--- config.mk ---
export PLATFORM = sky130hd
export DESIGN_NAME = pcenc_pair_top
export DESIGN_NICKNAME = d
export VERILOG_FILES = /design/src/rtl/pcenc_pkg.sv /design/src/rtl/pcenc_conv_core.sv /design/src/rtl/pcenc_punct_pack.sv /design/src/rtl/pcenc_pair_emit.sv /design/src/rtl/pcenc_pair_top.sv
export SDC_FILE = /design/constraint.sdc
export NUM_CORES = 1
export LEC_CHECK = 0
export ABC_AREA = 1
export BUFFER_PORTS_ARGS = -buffer_cell sky130_fd_sc_hd__buf_2
export CAP_MARGIN = 20
export CORE_ASPECT_RATIO = 0.8
export CORE_UTILIZATION = 35
export CTS_CLUSTER_DIAMETER = 30
export DETAILED_ROUTE_END_ITERATION = 7
export RECOVER_POWER = 25
export SYNTH_ARGS = -nofsm -noshare
export SYNTH_HDL_FRONTEND = slang
export SYNTH_HIERARCHICAL = 1
export SYNTH_SLANG_ARGS = --single-unit
--- constraint.sdc ---
create_clock -name clk -period 2.76 [get_ports clk]
set_input_delay 0 -clock clk [delete_from_list [all_inputs] [get_ports clk]]
set_output_delay 0 -clock clk [all_outputs]
set_load 0.05 [all_outputs]
--- src/rtl/pcenc_pkg.sv ---
package pcenc_pkg;
  // number of set bits in a mask, used to size the release block
  function automatic int unsigned ones32(input logic [31:0] v);
    int unsigned s;
    s = 0;
    for (int i = 0; i < 32; i++) s += int'(v[i]);
    return s;
  endfunction
endpackage

--- src/rtl/pcenc_conv_core.sv ---
module pcenc_conv_core #(
  parameter int unsigned K = 7,
  parameter logic [K-1:0] G0 = 7'b1111001,
  parameter logic [K-1:0] G1 = 7'b1011011
) (
  input  logic clk,
  input  logic rst_n,
  input  logic step,
  input  logic clear,
  input  logic din,
  output logic code0,
  output logic code1
);
  logic [K-2:0] hist_q, hist_d;
  logic [K-1:0] window;

  // bit 0 = current input, bit j = input accepted j steps earlier
  assign window = {hist_q, din};
  assign code0  = ^(window & G0);
  assign code1  = ^(window & G1);

  always_comb begin
    hist_d = hist_q;
    if (clear)     hist_d = '0;
    else if (step) hist_d = {hist_q[K-3:0], din};
  end

  always_ff @(posedge clk or negedge rst_n) begin
    if (!rst_n) hist_q <= '0;
    else        hist_q <= hist_d;
  end
endmodule

--- src/rtl/pcenc_punct_pack.sv ---
module pcenc_punct_pack #(
  parameter int unsigned N  = 3,
  parameter logic [N-1:0] P0 = 3'b101,
  parameter logic [N-1:0] P1 = 3'b011,
  parameter int unsigned CW = 8
) (
  input  logic          clk,
  input  logic          rst_n,
  input  logic          step,
  input  logic          clear,
  input  logic          restart,
  input  logic          code0,
  input  logic          code1,
  output logic          blk_done,
  output logic [CW-1:0] blk_bits
);
  localparam int unsigned BLK = 2 * N;
  localparam int unsigned PW  = $clog2(BLK);
  localparam logic [PW-1:0] LAST = PW'(BLK - 1);
  localparam logic [PW-1:0] NPOS = PW'(N);

  logic [PW-1:0] pos_q, pos_d, pos_eff, idx;
  logic [CW-1:0] col_q, col_d, col_base, col_new;
  logic          keep0, keep1;

  always_comb begin
    pos_eff  = (step && restart) ? '0 : pos_q;
    col_base = (step && restart) ? '0 : col_q;
    idx      = (pos_eff >= NPOS) ? pos_eff - NPOS : pos_eff;
    keep0    = P0[idx];
    keep1    = P1[idx];
    case ({keep0, keep1})
      2'b11:   col_new = {col_base[CW-3:0], code0, code1};
      2'b10:   col_new = {col_base[CW-2:0], code0};
      2'b01:   col_new = {col_base[CW-2:0], code1};
      default: col_new = col_base;
    endcase
    blk_done = step && (pos_eff == LAST);
    blk_bits = col_new;
    pos_d    = pos_q;
    col_d    = col_q;
    if (clear) begin
      pos_d = '0;
      col_d = '0;
    end else if (step) begin
      pos_d = blk_done ? '0 : pos_eff + 1'b1;
      col_d = blk_done ? '0 : col_new;
    end
  end

  always_ff @(posedge clk or negedge rst_n) begin
    if (!rst_n) begin
      pos_q <= '0;
      col_q <= '0;
    end else begin
      pos_q <= pos_d;
      col_q <= col_d;
    end
  end
endmodule

--- src/rtl/pcenc_pair_emit.sv ---
module pcenc_pair_emit #(
  parameter int unsigned M = 4
) (
  input  logic           clk,
  input  logic           rst_n,
  input  logic           adv,
  input  logic           clear,
  input  logic           load,
  input  logic [2*M-1:0] bits,
  output logic [1:0]     dout,
  output logic           dout_valid
);
  localparam int unsigned SW = 2 * M;
  localparam int unsigned CNW = $clog2(M + 1);

  logic [SW-1:0]  sr_q, sr_d;
  logic [CNW-1:0] cnt_q, cnt_d;

  // oldest kept bit sits at the MSB of the block
  assign dout       = {sr_q[SW-2], sr_q[SW-1]};
  assign dout_valid = (cnt_q != '0);

  always_comb begin
    sr_d  = sr_q;
    cnt_d = cnt_q;
    if (clear) begin
      sr_d  = '0;
      cnt_d = '0;
    end else if (load) begin
      sr_d  = bits;
      cnt_d = CNW'(M);
    end else if (adv && cnt_q != '0) begin
      sr_d  = {sr_q[SW-3:0], 2'b00};
      cnt_d = cnt_q - 1'b1;
    end
  end

  always_ff @(posedge clk or negedge rst_n) begin
    if (!rst_n) begin
      sr_q  <= '0;
      cnt_q <= '0;
    end else begin
      sr_q  <= sr_d;
      cnt_q <= cnt_d;
    end
  end
endmodule

--- src/rtl/pcenc_pair_top.sv ---
module pcenc_pair_top #(
  parameter int unsigned K = 7,
  parameter logic [K-1:0] G0 = 7'b1111001,
  parameter logic [K-1:0] G1 = 7'b1011011,
  parameter int unsigned N = 3,
  parameter logic [N-1:0] P0 = 3'b101,
  parameter logic [N-1:0] P1 = 3'b011
) (
  input  logic       clk,
  input  logic       rst_n,
  input  logic       ce,
  input  logic       sclr,
  input  logic       din,
  input  logic       nd,
  input  logic       fd,
  output logic [1:0] dout,
  output logic       dout_valid,
  output logic       rfd
);
  import pcenc_pkg::*;
  localparam int unsigned M  = ones32(32'(P0)) + ones32(32'(P1));
  localparam int unsigned CW = 2 * M;

  logic step, clear, code0, code1, blk_done;
  logic [CW-1:0] blk_bits;

  assign clear = ce && sclr;
  assign step  = ce && nd && !sclr;
  assign rfd   = 1'b1;

  pcenc_conv_core #(.K(K), .G0(G0), .G1(G1)) u_core (
    .clk(clk), .rst_n(rst_n), .step(step), .clear(clear),
    .din(din), .code0(code0), .code1(code1)
  );

  pcenc_punct_pack #(.N(N), .P0(P0), .P1(P1), .CW(CW)) u_pack (
    .clk(clk), .rst_n(rst_n), .step(step), .clear(clear), .restart(fd),
    .code0(code0), .code1(code1), .blk_done(blk_done), .blk_bits(blk_bits)
  );

  pcenc_pair_emit #(.M(M)) u_emit (
    .clk(clk), .rst_n(rst_n), .adv(ce), .clear(clear), .load(blk_done),
    .bits(blk_bits), .dout(dout), .dout_valid(dout_valid)
  );
endmodule

=== Word level (Yosys, flattened, before mapping) ===
Index checks and enable logic that the tools add are counted.

* $add $sub $neg: 3
* Order comparisons: 2
* Equal/unequal tests: 4
* Multiplexer cells: 22
* Reductions and logical operators: 12

{| class="wikitable"
|+ Operators with widths
! operator !! number
|-
| $mux 8 || 7
|-
| $mux 3 || 8
|-
| $pmux 8 s3 || 1
|-
| $reduce_xor 7->1 || 2
|-
| $mux 6 || 2
|-
| $logic_and 1x1->1 || 6
|-
| $reduce_bool 3->1 || 2
|-
| $bmux 1 s2 || 2
|-
| $eq 2x2->1 const B || 2
|-
| $add 3x1->3 const B || 1
|-
| $eq 3x3->1 const B || 1
|-
| $ge 3x2->1 const B || 1
|-
| $lt 3x3->1 const B || 1
|-
| $sub 3x1->3 const B || 1
|-
| $sub 3x2->3 const B || 1
|-
| $eq 2x1->1 const B || 1
|-
| $mux 1 || 2
|-
| $reduce_bool 2->1 || 1
|-
| $logic_not 1->1 || 1
|}

* Register bits: 28
* Input port bits: 7
* Output and inout bits: 4

=== Depth between registers and ports, before layout ===
* Depth after elaboration: 13
* Depth in mapped cells: 20
* Gate-level depth less buffers: 19

=== Hierarchy ===
Netlist, hierarchy kept.

{| class="wikitable"
|+ By module, submodules not included
! module !! instances !! cells each !! area each (sq um)
|-
| pcenc_punct_pack || 1 || 133 || 909.6
|-
| pcenc_pair_emit || 1 || 81 || 633.1
|-
| pcenc_conv_core || 1 || 50 || 357.8
|-
| pcenc_pair_top || 1 || 6 || 28.8
|}

=== Worst setup path after synthesis ===
No wires, ideal clock.

* Path kind: input to register
* From: input nd
* To: register u_emit.sr_q[3]
* Library setup time: 0.117 ns
* Arrival time: 1.965 ns
* Required time: 2.643 ns
* Setup slack: 0.678 ns
* Stages: 19
* Path buffers: 1
* Cell sequence: nand2_1 nor2_2 nand2_2 buf_6 nand2_4 inv_1 ha_1 inv_1 ha_1 inv_2 nand2_1 nand2_2 nand2_4 nand3_1 and3_1 nand2_1 o21ai_0 nand3_2 nand2_1

* Cells in the longest elaborated chain, start to end: 12
* Elaborated cells on any way between the ends: 21
* Classes of those cells: 1 x add/sub; 1 x order compare; 4 x eq/ne; 10 x mux; 5 x reduce/logical

{| class="wikitable"
|+ Ends and longest elaborated chain
! item !! RTL line !! source
|-
| start, declared || pcenc_pair_top.sv:14 || <nowiki>input logic nd,</nowiki>
|-
| $logic_and 1x1->1 * (2 in a row) || pcenc_pair_top.sv:28 || <nowiki>assign step = ce && nd && !sclr;</nowiki>
|-
| named net step || pcenc_pair_top.sv:24 || <nowiki>logic step, clear, code0, code1, blk_done;</nowiki>
|-
| $logic_and 1x1->1 * || pcenc_punct_pack.sv:27, pcenc_punct_pack.sv:28 ||
|-
| $mux 3 || pcenc_punct_pack.sv:27 || <nowiki>pos_eff = (step && restart) ? '0 : pos_q;</nowiki>
|-
| $sub 3x2->3 or $ge 3x2->1 (tied branches) || pcenc_punct_pack.sv:29 || <nowiki>idx = (pos_eff >= NPOS) ? pos_eff - NPOS : pos_eff;</nowiki>
|-
| $mux 3 || pcenc_punct_pack.sv:29 ||
|-
| $bmux 1 s2 (on tied branches) || pcenc_punct_pack.sv:31, pcenc_punct_pack.sv:30 ||
|-
| $mux 1 (on tied branches) || pcenc_punct_pack.sv:31, pcenc_punct_pack.sv:30 ||
|-
| $eq 2x1->1 or $eq 2x2->1 (tied branches) || pcenc_punct_pack.sv:32 || <nowiki>case ({keep0, keep1})</nowiki>
|-
| $pmux 8 s3 * || pcenc_punct_pack.sv:32 ||
|-
| named net blk_bits[3] || pcenc_pair_top.sv:25 || <nowiki>logic [CW-1:0] blk_bits;</nowiki>
|-
| $mux 8 * || pcenc_pair_emit.sv:29 || <nowiki>end else if (load) begin</nowiki>
|-
| $mux 8 * || pcenc_pair_emit.sv:26 || <nowiki>if (clear) begin</nowiki>
|-
| end signal, assigned || pcenc_pair_emit.sv:43 || <nowiki>sr_q <= sr_d;</nowiki>
|-
| end, declared || pcenc_pair_emit.sv:16 || <nowiki>logic [SW-1:0] sr_q, sr_d;</nowiki>
|}

Mark *: on every way through the listed nets, which the timed path passes. The rest lies on a longest branch. The select of a mux whose other input is x is not followed.
A chain may end at the register's enable or synchronous reset.

=== Worst setup path in the final report ===
* From: register u_pack.pos_q[0]
* To: register u_emit.sr_q[3]

* Cells in the longest elaborated chain, start to end: 9
* Elaborated cells on any way between the ends: 17
* Classes of those cells: 1 x add/sub; 1 x order compare; 4 x eq/ne; 9 x mux; 2 x reduce/logical

{| class="wikitable"
|+ Ends and longest elaborated chain
! item !! RTL line !! source
|-
| start, declared || pcenc_punct_pack.sv:22 || <nowiki>logic [PW-1:0] pos_q, pos_d, pos_eff, idx;</nowiki>
|-
| start signal, assigned || pcenc_punct_pack.sv:56 || <nowiki>pos_q <= pos_d;</nowiki>
|-
| $mux 3 * || pcenc_punct_pack.sv:27 ||
|-
| $sub 3x2->3 or $ge 3x2->1 (tied branches) || pcenc_punct_pack.sv:29 ||
|-
| $mux 3 * || pcenc_punct_pack.sv:29 ||
|-
| $bmux 1 s2 (on tied branches) || pcenc_punct_pack.sv:31, pcenc_punct_pack.sv:30 ||
|-
| $mux 1 (on tied branches) || pcenc_punct_pack.sv:31, pcenc_punct_pack.sv:30 ||
|-
| $eq 2x1->1 or $eq 2x2->1 (tied branches) || pcenc_punct_pack.sv:32 ||
|-
| $pmux 8 s3 * || pcenc_punct_pack.sv:32 ||
|-
| named net blk_bits[3] || pcenc_pair_top.sv:25 ||
|-
| $mux 8 * || pcenc_pair_emit.sv:29 ||
|-
| $mux 8 * || pcenc_pair_emit.sv:26 ||
|}

Marks and branches as above.

==> impl_metrics.toml <==
[sta]
final-setup-viol-count = 0
worstMarginPinSlew_ns = 1.60
period_share_pct = 82.3
skew_ns = 0.00895
max_freq_mhz = 440
tns_ns = 0
slew_headroom_pct = -6.63
rsz0062_at_grt = "no"
hold_viol = 0
slew_viol_final = 29
min_period_ns = 2.27

[routing]
wirelength_um = 4060
drcViolationCount = 0
via_per_inst = 4.85
vias = 1663
ant_nets = 0
first_pass_iters = 4
dr.first_iter.drc_count = 98
detail_route.wl_per_cell_um = 11.8

[clock_network]
cts_max_path_buffers = 2
cts_resized = 0
cts.sinks = 28
cts_root_buf = "clkbuf_8"
cts.clk_slew.worst_paths_ns = 0.11
cts_hold_buf = 2
clock_latency_ns = 0.29
cts_tree = "yes"
cts_buffers = 3
h-tree-depth = 1
cts_setup_buffers = 0

[yosys]
synth_ff_type = "dfrtp_1"
synth_top_area_share_pct = 36.3
synth-edff-count = 0
yosysTopAreaCell = "dfrtp_1"
yosysSeqAreaShare_pct = 36.3
yosys-top-cells-area = "dfrtp_1 36%, nand2_1 18%, nand3_1 8.8%"
yosysWarnings = 6
synth_seq_cells = 28
avgSynthCellArea_sq_um = 7.15
syn-cell-area_sq_um = 1930
synthArstFlopShare_pct = 100
postSynthCellCount = 270
syn-num-nets = 283
synth.distinct_cells = 28

[outcome]
violations = "capacitance limit, slew limit"
status = "complete, but fails checks"

[global_route]
grt_pass1_wl_um = 7090
grt_remaining_overflow = 0
grt_max_degree = 29
grt_usage_pct = 15.8
grt_pass1_vias = 1512
antenna_found_initial = 0

[power]
power.leakage_uw = 0.00114
finalPower_uw = 1830
p_clk_share_pct = 18.6
worst_ir_drop_vdd_uv = 311
p_comb_share_pct = 50.6
seq_power_share_pct = 30.9
swShare_pct = 45.4
p_per_area_nw_per_um2 = 869
p_sw_uw = 830
p_int_uw = 997

[critical_path]
crit_path_max_incr_delay_ns = 0.42
worstPathRequired_ns = 2.95
cp-end-kind = "flop"
crit_arrival_ns = 2.46
worstSetupPathType = "flop to flop"
crit_fanout = 8
cpMostUsedCell = "nand2_1"
worst_setup_path_start_kind = "flop"
slowest_stage = "dfrtp_1"
cp_cell_sequence = "nand2_1 > inv_1 > ha_1 > inv_1 > ha_1 > inv_2 > nand3_1 > nand2_2 > nand2_4 > nand3_1 > and3_1 > nand2_1 > o21ai_0 > nand3_2 > nand2_1"
startpoint = "u_pack/pos_q[0]$_DFFE_PN0P_"
path_buf_inv = 3
r2r-start = "u_pack/pos_q[0]$_DFFE_PN0P_"
cp_top_family = "simple AND/OR/NAND/NOR gates"

[cells_and_area]
fillers = 530
num_antenna_cells = 0
fin_nets = 295
most-common-layout-cells = "94 x nand2_1, 34 x nand3_1, 30 x inv_1"
syn_to_final_growth_pct = 9.01
layout_commonest_cell = "nand2_1"
drive_above_1_share_pct = 18.1

[die]
die_area_sq_um = 5820
ios = 11
core.rowCount = 23
die_height_um = 68.4
fp.dieW_um = 85.0
start_util_pct = 37.5
coreArea_sq_um = 5150

[min_path]
hold_path_class = "input pin to flop"
min_from = "ce"

[run]
maxCapViolations = 1

[place]
gp_congestion = 0.835
port_buffers = 9
hpwl_um = 2910
-- registers in the layout, indices dropped and copies added, names as in the netlist --
| name | cells |
|---|---|
| u_emit/sr_q | 8 |
| u_emit/cnt_q | 3 |
| u_pack/col_q | 8 |
| u_pack/pos_q | 3 |
| u_core/hist_q | 6 |
-- layout make-up --
cell class              count  area (sq um)  area share (%)
flip-flops and latches     28           701            33.3
repair buffers             13          77.6            3.69
well taps                  62          77.6            3.69
inverters                  39           146            6.96
multi-input cells         197          1030            49.0
clock buffers               3          41.3            1.96
clock inverters             1          30.0            1.43
-- metal layers --
layer  wire (um)  track usage, %
met4          39            3.81
met2        1660            23.9
met5           0               0
met3         230            3.02
met1        2140            23.1
-- stage by stage --
stage | hold WS (ns) | utilization (%) | cells | setup WS, ns | cell area, sq um
after detailed placement | 0.0756 | 39.1 | 337 | 0.357 | 2010
after floorplan | -0.296 | - | 270 | 0.678 | 1930
after global routing | 0.103 | 40.8 | 343 | 0.264 | 2100
after CTS | 0.0131 | 40.9 | 343 | 0.490 | 2110
after global placement | 0.0668 | 39.1 | 337 | 0.484 | 2010
final | 0.0575 | 40.8 | 343 | 0.489 | 2100
-- worst paths after layout --
| kind | slack, ns | to | cells after the start |
|---|---|---|---|
| worst max-delay path | 0.49 | u_emit/sr_q[3]$_DFFE_PN0P_ | 15 |
| worst min-delay path | 0.06 | u_emit/cnt_q[0]$_DFFE_PN0P_ | 3 |
| worst max register to register | 0.49 | u_emit/sr_q[3]$_DFFE_PN0P_ | 15 |
| worst min register to register | 0.47 | u_emit/sr_q[7]$_DFFE_PN0P_ | 2 |
| max in group asynchronous | 1.19 | u_pack/pos_q[1]$_DFFE_PN0P_ | 2 |
| min in group asynchronous | 0.64 | u_core/hist_q[5]$_DFFE_PN0P_ | 2 |
-- logic make-up after synthesis --
| kind of cell | Yosys count | share of synthesized area, % |
|---|---|---|
| adder cells (fa/ha/maj) | 6 | 3.89 |
| other | 1 | 0.194 |
| flip-flops | 28 | 36.3 |
| AO/OA/AOI/OAI | 15 | 4.60 |
| buffers and inverters | 45 | 10.3 |
| AND/OR/NAND/NOR | 175 | 44.7 |
-- synthesized netlist by cell type (6+ instances only) --
cell type / n
dfrtp_1: 28
nand2_4: 6
nand2_1: 94
nand2_2: 11
inv_2: 9
inv_1: 30
nor2_1: 9
o21ai_0: 6
nand3_1: 34
ha_1: 6
-- worst min-delay path, stage by stage --
cell and delay, ns:
clkbuf_1 0.12, a21oi_1 0.15, nor2_1 0.05
-- power by group through the flow --
stage	sequential, uW	combinational, uW	clock [uW]
final	564	924	339
after global routing	574	1050	365
after CTS	562	917	353
after detailed placement	570	909	0
after global placement	567	912	0
after floorplan	555	748	0
Power figures use the tool's default switching activity.
